[config.mk]
export PLATFORM = sky130hd
export DESIGN_NAME = dsense_spi_regs
export DESIGN_NICKNAME = d
export VERILOG_FILES = /design/src/rtl/dsense_pkg.sv /design/src/rtl/dsense_sync.sv /design/src/rtl/dsense_rx.sv /design/src/rtl/dsense_regs.sv /design/src/rtl/dsense_spi_regs.sv
export SDC_FILE = /design/constraint.sdc
export NUM_CORES = 1
export LEC_CHECK = 0
export CORE_UTILIZATION = 68
export CTS_CLUSTER_DIAMETER = 150
export CTS_CLUSTER_SIZE = 10
export DETAILED_ROUTE_END_ITERATION = 6
export DONT_BUFFER_PORTS = 1
export PLACE_DENSITY = 0.85
export SYNTH_ARGS = -nofsm -noshare
export SYNTH_HDL_FRONTEND = slang
export SYNTH_HIERARCHICAL = 1
export SYNTH_SLANG_ARGS = --single-unit
[constraint.sdc]
create_clock -name clk -period 13.3 [get_ports clk]
set_input_delay 2.66 -clock clk [delete_from_list [all_inputs] [get_ports clk]]
set_output_delay 2.66 -clock clk [all_outputs]
set_load 0.05 [all_outputs]
[src/rtl/dsense_pkg.sv]
package dsense_pkg;
  // Register addresses: the host decodes these, so they are fixed.
  localparam logic [6:0] A_CTRL    = 7'h02;
  localparam logic [6:0] A_MODE    = 7'h04;
  localparam logic [6:0] A_BANK0   = 7'h10;
  localparam logic [6:0] A_TPAT    = 7'h1E;
  localparam logic [6:0] A_THR_GND = 7'h3A;
  localparam logic [6:0] A_THR_SUP = 7'h3C;
  localparam logic [6:0] A_WORD    = 7'h78;

  localparam int BYTE_W        = 8;
  localparam int CTRL_W        = 2;
  localparam int CTRL_TEST_BIT = 0;
  localparam int CTRL_SRST_BIT = 1;
  localparam int THR_W         = 16;
  localparam int HYS_LSB_BIT   = 8;   // hysteresis parity bit of a threshold word
  localparam int RD_CMD_BIT    = 7;

  function automatic logic is_wide(input logic [6:0] a);
    return (a == A_THR_GND) || (a == A_THR_SUP);
  endfunction
endpackage

[src/rtl/dsense_sync.sv]
module dsense_sync #(
  parameter int           W       = 1,
  parameter int           STAGES  = 2,
  parameter logic [W-1:0] RST_VAL = '0
) (
  input  logic         clk,
  input  logic         rst_n,
  input  logic [W-1:0] d,
  output logic [W-1:0] q
);
  logic [W-1:0] stg_q [STAGES];

  generate
    for (genvar s = 0; s < STAGES; s++) begin : g_stage
      always_ff @(posedge clk or negedge rst_n) begin
        if (!rst_n) stg_q[s] <= RST_VAL;
        else        stg_q[s] <= (s == 0) ? d : stg_q[(s == 0) ? 0 : s-1];
      end
    end
  endgenerate

  assign q = stg_q[STAGES-1];
endmodule

[src/rtl/dsense_rx.sv]
module dsense_rx #(
  parameter int IDX_W = 2
) (
  input  logic             clk,
  input  logic             rst_n,
  input  logic             sck_s,
  input  logic             cs_n_s,
  input  logic             mosi_s,
  output logic             active,
  output logic             sck_rise,
  output logic             byte_done,
  output logic [7:0]       rx_byte,
  output logic [IDX_W-1:0] byte_idx
);
  localparam logic [IDX_W-1:0] IDX_MAX = '1;

  logic             sck_d_q;
  logic [2:0]       bit_cnt_q, bit_cnt_n;
  logic [6:0]       sh_q, sh_n;
  logic [IDX_W-1:0] idx_q, idx_n;

  assign active    = !cs_n_s;
  assign sck_rise  = active && sck_s && !sck_d_q;
  assign byte_done = sck_rise && (bit_cnt_q == 3'd7);
  assign rx_byte   = {sh_q, mosi_s};
  assign byte_idx  = idx_q;

  always_comb begin
    bit_cnt_n = bit_cnt_q;
    sh_n      = sh_q;
    idx_n     = idx_q;
    if (!active) begin
      bit_cnt_n = '0;
      idx_n     = '0;
    end else if (sck_rise) begin
      bit_cnt_n = bit_cnt_q + 3'd1;
      sh_n      = {sh_q[5:0], mosi_s};
      if (bit_cnt_q == 3'd7 && idx_q != IDX_MAX) idx_n = idx_q + 1'b1;
    end
  end

  always_ff @(posedge clk or negedge rst_n) begin
    if (!rst_n) begin
      sck_d_q   <= 1'b0;
      bit_cnt_q <= '0;
      sh_q      <= '0;
      idx_q     <= '0;
    end else begin
      sck_d_q   <= sck_s;
      bit_cnt_q <= bit_cnt_n;
      sh_q      <= sh_n;
      idx_q     <= idx_n;
    end
  end
endmodule

[src/rtl/dsense_regs.sv]
module dsense_regs
  import dsense_pkg::*;
#(
  parameter int CH = 32
) (
  input  logic             clk,
  input  logic             rst_n,
  input  logic [CH-1:0]    sense_s,
  input  logic             wr_en,
  input  logic [6:0]       wr_addr,
  input  logic [THR_W-1:0] wr_data,
  input  logic [6:0]       rd_addr,
  output logic [CH-1:0]    rd_word,
  output logic             locked
);
  localparam int NBANK = CH / BYTE_W;

  logic [CTRL_W-1:0] ctrl_q,  ctrl_n;
  logic [NBANK-1:0]  mode_q,  mode_n;
  logic [BYTE_W-1:0] tpat_q,  tpat_n;
  logic [THR_W-1:0]  thr_g_q, thr_g_n;
  logic [THR_W-1:0]  thr_s_q, thr_s_n;
  logic              lock_q,  lock_n;
  logic [CH-1:0]     sense_q, samp_src;
  logic              soft_rst;

  assign soft_rst = wr_en && (wr_addr == A_CTRL) &&
                    ctrl_q[CTRL_SRST_BIT] && !wr_data[CTRL_SRST_BIT];

  always_comb begin
    ctrl_n  = ctrl_q;
    mode_n  = mode_q;
    tpat_n  = tpat_q;
    thr_g_n = thr_g_q;
    thr_s_n = thr_s_q;
    lock_n  = lock_q;
    if (soft_rst) begin
      ctrl_n  = '0;
      mode_n  = '0;
      tpat_n  = '0;
      thr_g_n = '0;
      thr_s_n = '0;
      lock_n  = 1'b0;
    end else if (wr_en) begin
      case (wr_addr)
        A_CTRL: ctrl_n = wr_data[CTRL_W-1:0];
        A_MODE: mode_n = wr_data[NBANK-1:0];
        A_TPAT: tpat_n = wr_data[BYTE_W-1:0];
        A_THR_GND: begin
          thr_g_n = wr_data;
          if (wr_data[HYS_LSB_BIT]) lock_n = 1'b1;
        end
        A_THR_SUP: begin
          thr_s_n = wr_data;
          if (wr_data[HYS_LSB_BIT]) lock_n = 1'b1;
        end
        default: ;
      endcase
    end
  end

  // Per-bank sample source: test pattern replaces the inputs in test mode.
  generate
    for (genvar b = 0; b < NBANK; b++) begin : g_bank
      assign samp_src[b*BYTE_W +: BYTE_W] =
        ctrl_q[CTRL_TEST_BIT] ? tpat_q : sense_s[b*BYTE_W +: BYTE_W];
    end
  endgenerate

  always_ff @(posedge clk or negedge rst_n) begin
    if (!rst_n) begin
      ctrl_q  <= '0;
      mode_q  <= '0;
      tpat_q  <= '0;
      thr_g_q <= '0;
      thr_s_q <= '0;
      lock_q  <= 1'b0;
      sense_q <= '0;
    end else begin
      ctrl_q  <= ctrl_n;
      mode_q  <= mode_n;
      tpat_q  <= tpat_n;
      thr_g_q <= thr_g_n;
      thr_s_q <= thr_s_n;
      lock_q  <= lock_n;
      if (!lock_q) sense_q <= samp_src;
    end
  end

  // Read data, left-aligned so the shifter always starts at the MSB.
  always_comb begin
    rd_word = '0;
    case (rd_addr)
      A_CTRL:    rd_word[CH-1 -: BYTE_W] = BYTE_W'(ctrl_q);
      A_MODE:    rd_word[CH-1 -: BYTE_W] = BYTE_W'(mode_q);
      A_TPAT:    rd_word[CH-1 -: BYTE_W] = tpat_q;
      A_THR_GND: rd_word[CH-1 -: THR_W]  = thr_g_q;
      A_THR_SUP: rd_word[CH-1 -: THR_W]  = thr_s_q;
      A_WORD:    rd_word                 = sense_q;
      default: ;
    endcase
    for (int b = 0; b < NBANK; b++) begin
      if (rd_addr == A_BANK0 + 7'(2*b)) rd_word[CH-1 -: BYTE_W] = sense_q[b*BYTE_W +: BYTE_W];
    end
  end

  assign locked = lock_q;

  p_lock_sticky_r7: assert property (@(posedge clk) disable iff (!rst_n)
    (lock_q && !soft_rst) |=> lock_q);
  p_frozen_inputs_r7: assert property (@(posedge clk) disable iff (!rst_n)
    lock_q |=> $stable(sense_q));
  p_odd_hys_locks_r7: assert property (@(posedge clk) disable iff (!rst_n)
    (wr_en && is_wide(wr_addr) && wr_data[HYS_LSB_BIT]) |=> lock_q);
  p_soft_reset_clears_r6: assert property (@(posedge clk) disable iff (!rst_n)
    soft_rst |=> (ctrl_q == '0 && mode_q == '0 && tpat_q == '0 &&
                  thr_g_q == '0 && thr_s_q == '0 && !lock_q));
endmodule

[src/rtl/dsense_spi_regs.sv]
module dsense_spi_regs
  import dsense_pkg::*;
#(
  parameter int CH          = 32,
  parameter int SYNC_STAGES = 2
) (
  input  logic          clk,
  input  logic          rst_n,
  input  logic          sck,
  input  logic          cs_n,
  input  logic          mosi,
  output logic          miso,
  input  logic [CH-1:0] sense_in,
  output logic          locked
);
  localparam int IDX_W = 2;

  // Asynchronous assert, synchronous release.
  logic [1:0] rst_pipe_q;
  logic       rst_ns;
  always_ff @(posedge clk or negedge rst_n) begin
    if (!rst_n) rst_pipe_q <= '0;
    else        rst_pipe_q <= {rst_pipe_q[0], 1'b1};
  end
  assign rst_ns = rst_pipe_q[1];

  logic sck_s, cs_n_s, mosi_s;
  dsense_sync #(.W(3), .STAGES(SYNC_STAGES), .RST_VAL(3'b010)) u_pin_sync (
    .clk(clk), .rst_n(rst_ns), .d({sck, cs_n, mosi}), .q({sck_s, cs_n_s, mosi_s}));

  logic [CH-1:0] sense_s;
  dsense_sync #(.W(CH), .STAGES(SYNC_STAGES), .RST_VAL('0)) u_sense_sync (
    .clk(clk), .rst_n(rst_ns), .d(sense_in), .q(sense_s));

  logic             active, sck_rise, byte_done;
  logic [7:0]       rx_byte;
  logic [IDX_W-1:0] byte_idx;
  dsense_rx #(.IDX_W(IDX_W)) u_rx (
    .clk(clk), .rst_n(rst_ns), .sck_s(sck_s), .cs_n_s(cs_n_s), .mosi_s(mosi_s),
    .active(active), .sck_rise(sck_rise), .byte_done(byte_done),
    .rx_byte(rx_byte), .byte_idx(byte_idx));

  logic [7:0]       cmd_q, cmd_n;
  logic [7:0]       hi_q,  hi_n;
  logic [CH-1:0]    tx_q,  tx_n;
  logic             wide, wr_en;
  logic [THR_W-1:0] wr_data;
  logic [CH-1:0]    rd_word;

  assign wide    = is_wide(cmd_q[6:0]);
  assign wr_en   = byte_done && !cmd_q[RD_CMD_BIT] &&
                   ((byte_idx == 2'd1 && !wide) || (byte_idx == 2'd2 && wide));
  assign wr_data = wide ? {hi_q, rx_byte} : {8'h00, rx_byte};

  dsense_regs #(.CH(CH)) u_regs (
    .clk(clk), .rst_n(rst_ns), .sense_s(sense_s),
    .wr_en(wr_en), .wr_addr(cmd_q[6:0]), .wr_data(wr_data),
    .rd_addr(rx_byte[6:0]), .rd_word(rd_word), .locked(locked));

  always_comb begin
    cmd_n = cmd_q;
    hi_n  = hi_q;
    tx_n  = tx_q;
    if (!active) begin
      tx_n = '0;
    end else if (byte_done && byte_idx == 2'd0) begin
      cmd_n = rx_byte;
      tx_n  = rx_byte[RD_CMD_BIT] ? rd_word : '0;
    end else if (sck_rise) begin
      tx_n = {tx_q[CH-2:0], 1'b0};
    end
    if (byte_done && byte_idx == 2'd1) hi_n = rx_byte;
  end

  always_ff @(posedge clk or negedge rst_ns) begin
    if (!rst_ns) begin
      cmd_q <= '0;
      hi_q  <= '0;
      tx_q  <= '0;
    end else begin
      cmd_q <= cmd_n;
      hi_q  <= hi_n;
      tx_q  <= tx_n;
    end
  end

  assign miso = tx_q[CH-1];

  p_no_commit_idle_r10: assert property (@(posedge clk) disable iff (!rst_ns)
    wr_en |-> !cs_n_s);
  p_miso_quiet_idle_r10: assert property (@(posedge clk) disable iff (!rst_ns)
    cs_n_s |=> !miso);
  p_miso_quiet_cmd_r2: assert property (@(posedge clk) disable iff (!rst_ns)
    (active && byte_idx == 2'd0) |-> !miso);
  p_read_no_write_r1: assert property (@(posedge clk) disable iff (!rst_ns)
    cmd_q[RD_CMD_BIT] |-> !wr_en);
endmodule

==> summary.txt <==
Outcome
  – Run status: finished, violations left
  – Failing checks: design-rule violations

Synth
  – Cell area after synthesis: 0.00961 sq mm
  – Fraction of registers with async set or reset after synthesis: 1.00
  – Yosys warning count: 6
  – Sequential share of the synthesized area: 0.552
  – Predominant post-synthesis flop cell: dfrtp_1
  – Mean post-synth cell area: 11.7 sq um
  – Number of synthesized register bits: 212
  – Post-Syn Instances: 820
  – Syn Nets: 860
  – Number of different library cells in the post-synthesis netlist: 66
  – Number of flops mapped to enable cells by yosys: 0

Cells and area
  – Commonest non-fill, non-tap cell in the layout: dfrtp_1
  – Syn-to-layout area delta: 4.43%
  – Share of layout cells above drive strength 1: 0.106
  – Highest-count cells in the layout ignoring fill and taps: dfrtp_1, mux2i_1, nand2_1
  – Finished Cell Area: 0.0100 sq mm
  – # diodes: 0
  – Util after Layout: 0.726
  – NumNets Final: 808

Setup path
  – Required arrival time at the worst endpoint: 10.64 ns
  – Worst stage delay on the critical path: 0.52 ns
  – Library cell contributing the largest single delay on the critical path: buf_4
  – Sort of element at the start of the critical path: register
  – Worst setup path class: register to output port
  – CP Capture Type: output port
  – Worst setup path endpoint: locked
  – Reg2reg path depth: 10
  – Start point of the critical path: u_regs/locked
  – Count of buffering cells on the critical path with inverters included: 1
  – Critical register-to-register path endpoint: u_regs/tpat_q[4]
  – Cells along the critical path: buf_4
  – Crit Reg-Reg Startpoint: u_rx/sck_d_q
  – Crit Path Max Fanout: 63
  – Top cell family by delay on the critical path: buffers and inverters
  – Data arrival, critical path: 1.43 ns
  – Stages on worst setup path: 1
  – Slack of the worst reg-to-reg path: 9.32 ns

Power
  – Power per cell area: 144 mW/mm^2
  – Clock share of power: 0.405
  – Leak Pwr: 4.49 nW
  – Maximum resistive drop on vdd: 0.125 mV
  – Power spent charging and discharging nets: 386 uW
  – Part of the total power dissipated in combinational logic: 0.084
  – Seq pwr share: 0.510
  – Sw frac: 0.266
  – Internal Pwr Total: 1.06 mW

Drt
  – Routed Antenna Nets: 0
  – 1st-pass router iterations: 7
  – Number of DRC markers after the initial detailed-route iteration: 667
  – Vias post-DR: 6220
  – Metal2 WL: 9990 um
  – DRC errors left: 1
  – Vias per inst: 6.50
  – Top sig layer: met4
  – Routed length on met1: 9090 um
  – Routed wire length per instance: 22.4 um
  – Routed met3 length: 1800 um
  – Routed wire length: 21500 um

Clocking
  – Clk sink count: 212
  – CTS root buffer: clkbuf_16
  – Number of buffers inserted to repair setup after CTS: 0
  – Clock slew at the register clock pins of the worst setup and hold paths: 0.06 ns
  – Number of hold buffers added after cts: 0
  – Clock tree from TritonCTS: built
  – Clock latency on the worst-skew pair: 0.50 ns
  – Number of H-tree branching levels: 1
  – Count of cells resized by post-cts repair: 0
  – Maximum root-to-sink buffer count: 3
  – Num CTS Buffers: 25

Global route
  – Global-route wire length before repair: 34100 um
  – Global-route total usage across every layer: 0.309
  – Number of global-route vias before repair: 6189
  – Antenna violations before repair: 0
  – Leftover overflow at the end of global routing: 0
  – Pin count of the biggest net entering global routing: 73

STA
  – Slew @ Worst Pin: 1.23 ns
  – Fmax: 244 MHz
  – Remaining max-slew budget at the tightest pin: 0.176
  – Minimum clock period: 4.09 ns
  – Post-route fraction of the period consumed by the critical path: 0.308
  – Unrepaired setup endpoints after global routing: no
  – Number of slew-limit violations in the final report: 0
  – Setup Total Neg Slack: 0 ns
  – Total setup violations reported at the end of the flow: 0
  – Minimum hold slack: 0.340 ns
  – Final Hold Vio Count: 0
  – Clock Skews: 0.0125 ns

Die
  – Area of the core: 0.0138 sq mm
  – Row count: 43
  – I/O Pins: 39
  – Y dimension of the die: 121 um
  – Die outline area: 0.0146 sq mm
  – Die W: 121 um
  – Initial Util: 0.695

Placed design
  – Post-Place Cell Area: 0.00936 sq mm
  – Half-perimeter wire length after placement: 14100 um
  – Routability Congestion: 0.983
  – Count of buffers inserted at the top-level ports: 0

Job
  – Max-cap violation count: 0

Min path
  – Hold Crit Class: register to register
  – Hold path cells: 0
layout make-up:
type,count,area [sq um]
timing repair buffer,9,67.6
tap,180,225
inverter,12,45.0
multi-input combinational,508,3710
clock buffer,34,659
fill,882,3790
sequential,212,5310
clock inverter,2,17.5
stage by stage:
step / power (mW) / worst slack (ns) / cells
after floorplan: 0.825 / 6.96 / 820
after global placement: 0.863 / 9.60 / 921
after detailed placement: 0.866 / 9.43 / 921
after CTS: 1.45 / 9.20 / 957
after global routing: 1.49 / 9.02 / 957
final: 1.45 / 9.21 / 957
cell families after synthesis:
kind of cell	after synthesis	synth area share
AND/OR/NAND/NOR	226	0.139
XOR/XNOR	3	0.00273
adder cells (fa/ha/maj)	3	0.00391
other	1	0.000390
multiplexers	107	0.117
flip-flops	212	0.552
AO/OA/AOI/OAI	168	0.123
buffers and inverters	100	0.0625
registers in the layout (all words and copies together), names as in the netlist:
name	cells
u_regs/thr_s_q	16
u_regs/tpat_q	8
u_rx/sh_q	7
u_regs/mode_q	4
u_rx/sck_d_q	1
u_sense_sync/q	32
u_regs/thr_g_q	16
u_regs/ctrl_q	2
tx_q	32
u_pin_sync/stg_q	3
hi_q	8
u_rx/byte_idx	2
u_sense_sync/stg_q	32
u_regs/sense_q	32
u_rx/bit_cnt_q	3
u_pin_sync/q	3
u_regs/locked	1
cmd_q	8
rst_pipe_q	2
synthesized netlist by cell type (all sizes together) (4+ instances only):
master / n / area [sq um]
nand3b: 4 / 30.0
nand3: 7 / 35.0
and2: 26 / 164
mux2i: 80 / 801
and3: 32 / 200
a22oi: 8 / 60.1
nor2: 58 / 264
nand2: 53 / 199
mux2: 27 / 319
inv: 12 / 45.0
a211oi: 5 / 37.5
clkbuf: 24 / 90.1
buf: 64 / 465
nor4b: 7 / 128
nand4b: 4 / 47.6
nor2b: 6 / 37.5
o22ai: 8 / 50.1
o21ai: 53 / 265
a222oi: 8 / 80.1
a21oi: 8 / 40.0
dfrtp: 210 / 5260
a22o: 28 / 245
a221o: 5 / 50.1
o21a: 31 / 233
nand2b: 10 / 62.6
per-layer routing:
metal,vias up,track usage
met5,-,0
met3,48,0.0667
met1,3128,0.445
li1,2769,-
met2,275,0.474
met4,0,0.0995
power groups by stage:
stage / Clock (mW) / Combinational (mW) / Sequential, mW
after global routing: 0.619 / 0.130 / 0.744
after detailed placement: 0 / 0.118 / 0.748
after CTS: 0.596 / 0.119 / 0.737
final: 0.587 / 0.122 / 0.739
after floorplan: 0 / 0.108 / 0.717
after global placement: 0 / 0.116 / 0.747
how the worst min path moves through the flow:
stage | slack [ns] | endpoint | startpoint
after floorplan | 0.33 | rst_pipe_q[1] | rst_pipe_q[0]
after global placement | 0.33 | u_sense_sync/q[24] | u_sense_sync/stg_q[56]
after detailed placement | 0.33 | u_sense_sync/q[14] | u_sense_sync/stg_q[46]
after CTS | 0.34 | rst_pipe_q[1] | rst_pipe_q[0]
after global routing | 0.35 | rst_pipe_q[1] | rst_pipe_q[0]
final | 0.34 | rst_pipe_q[1] | rst_pipe_q[0]
Power figures use the tool's default switching activity.
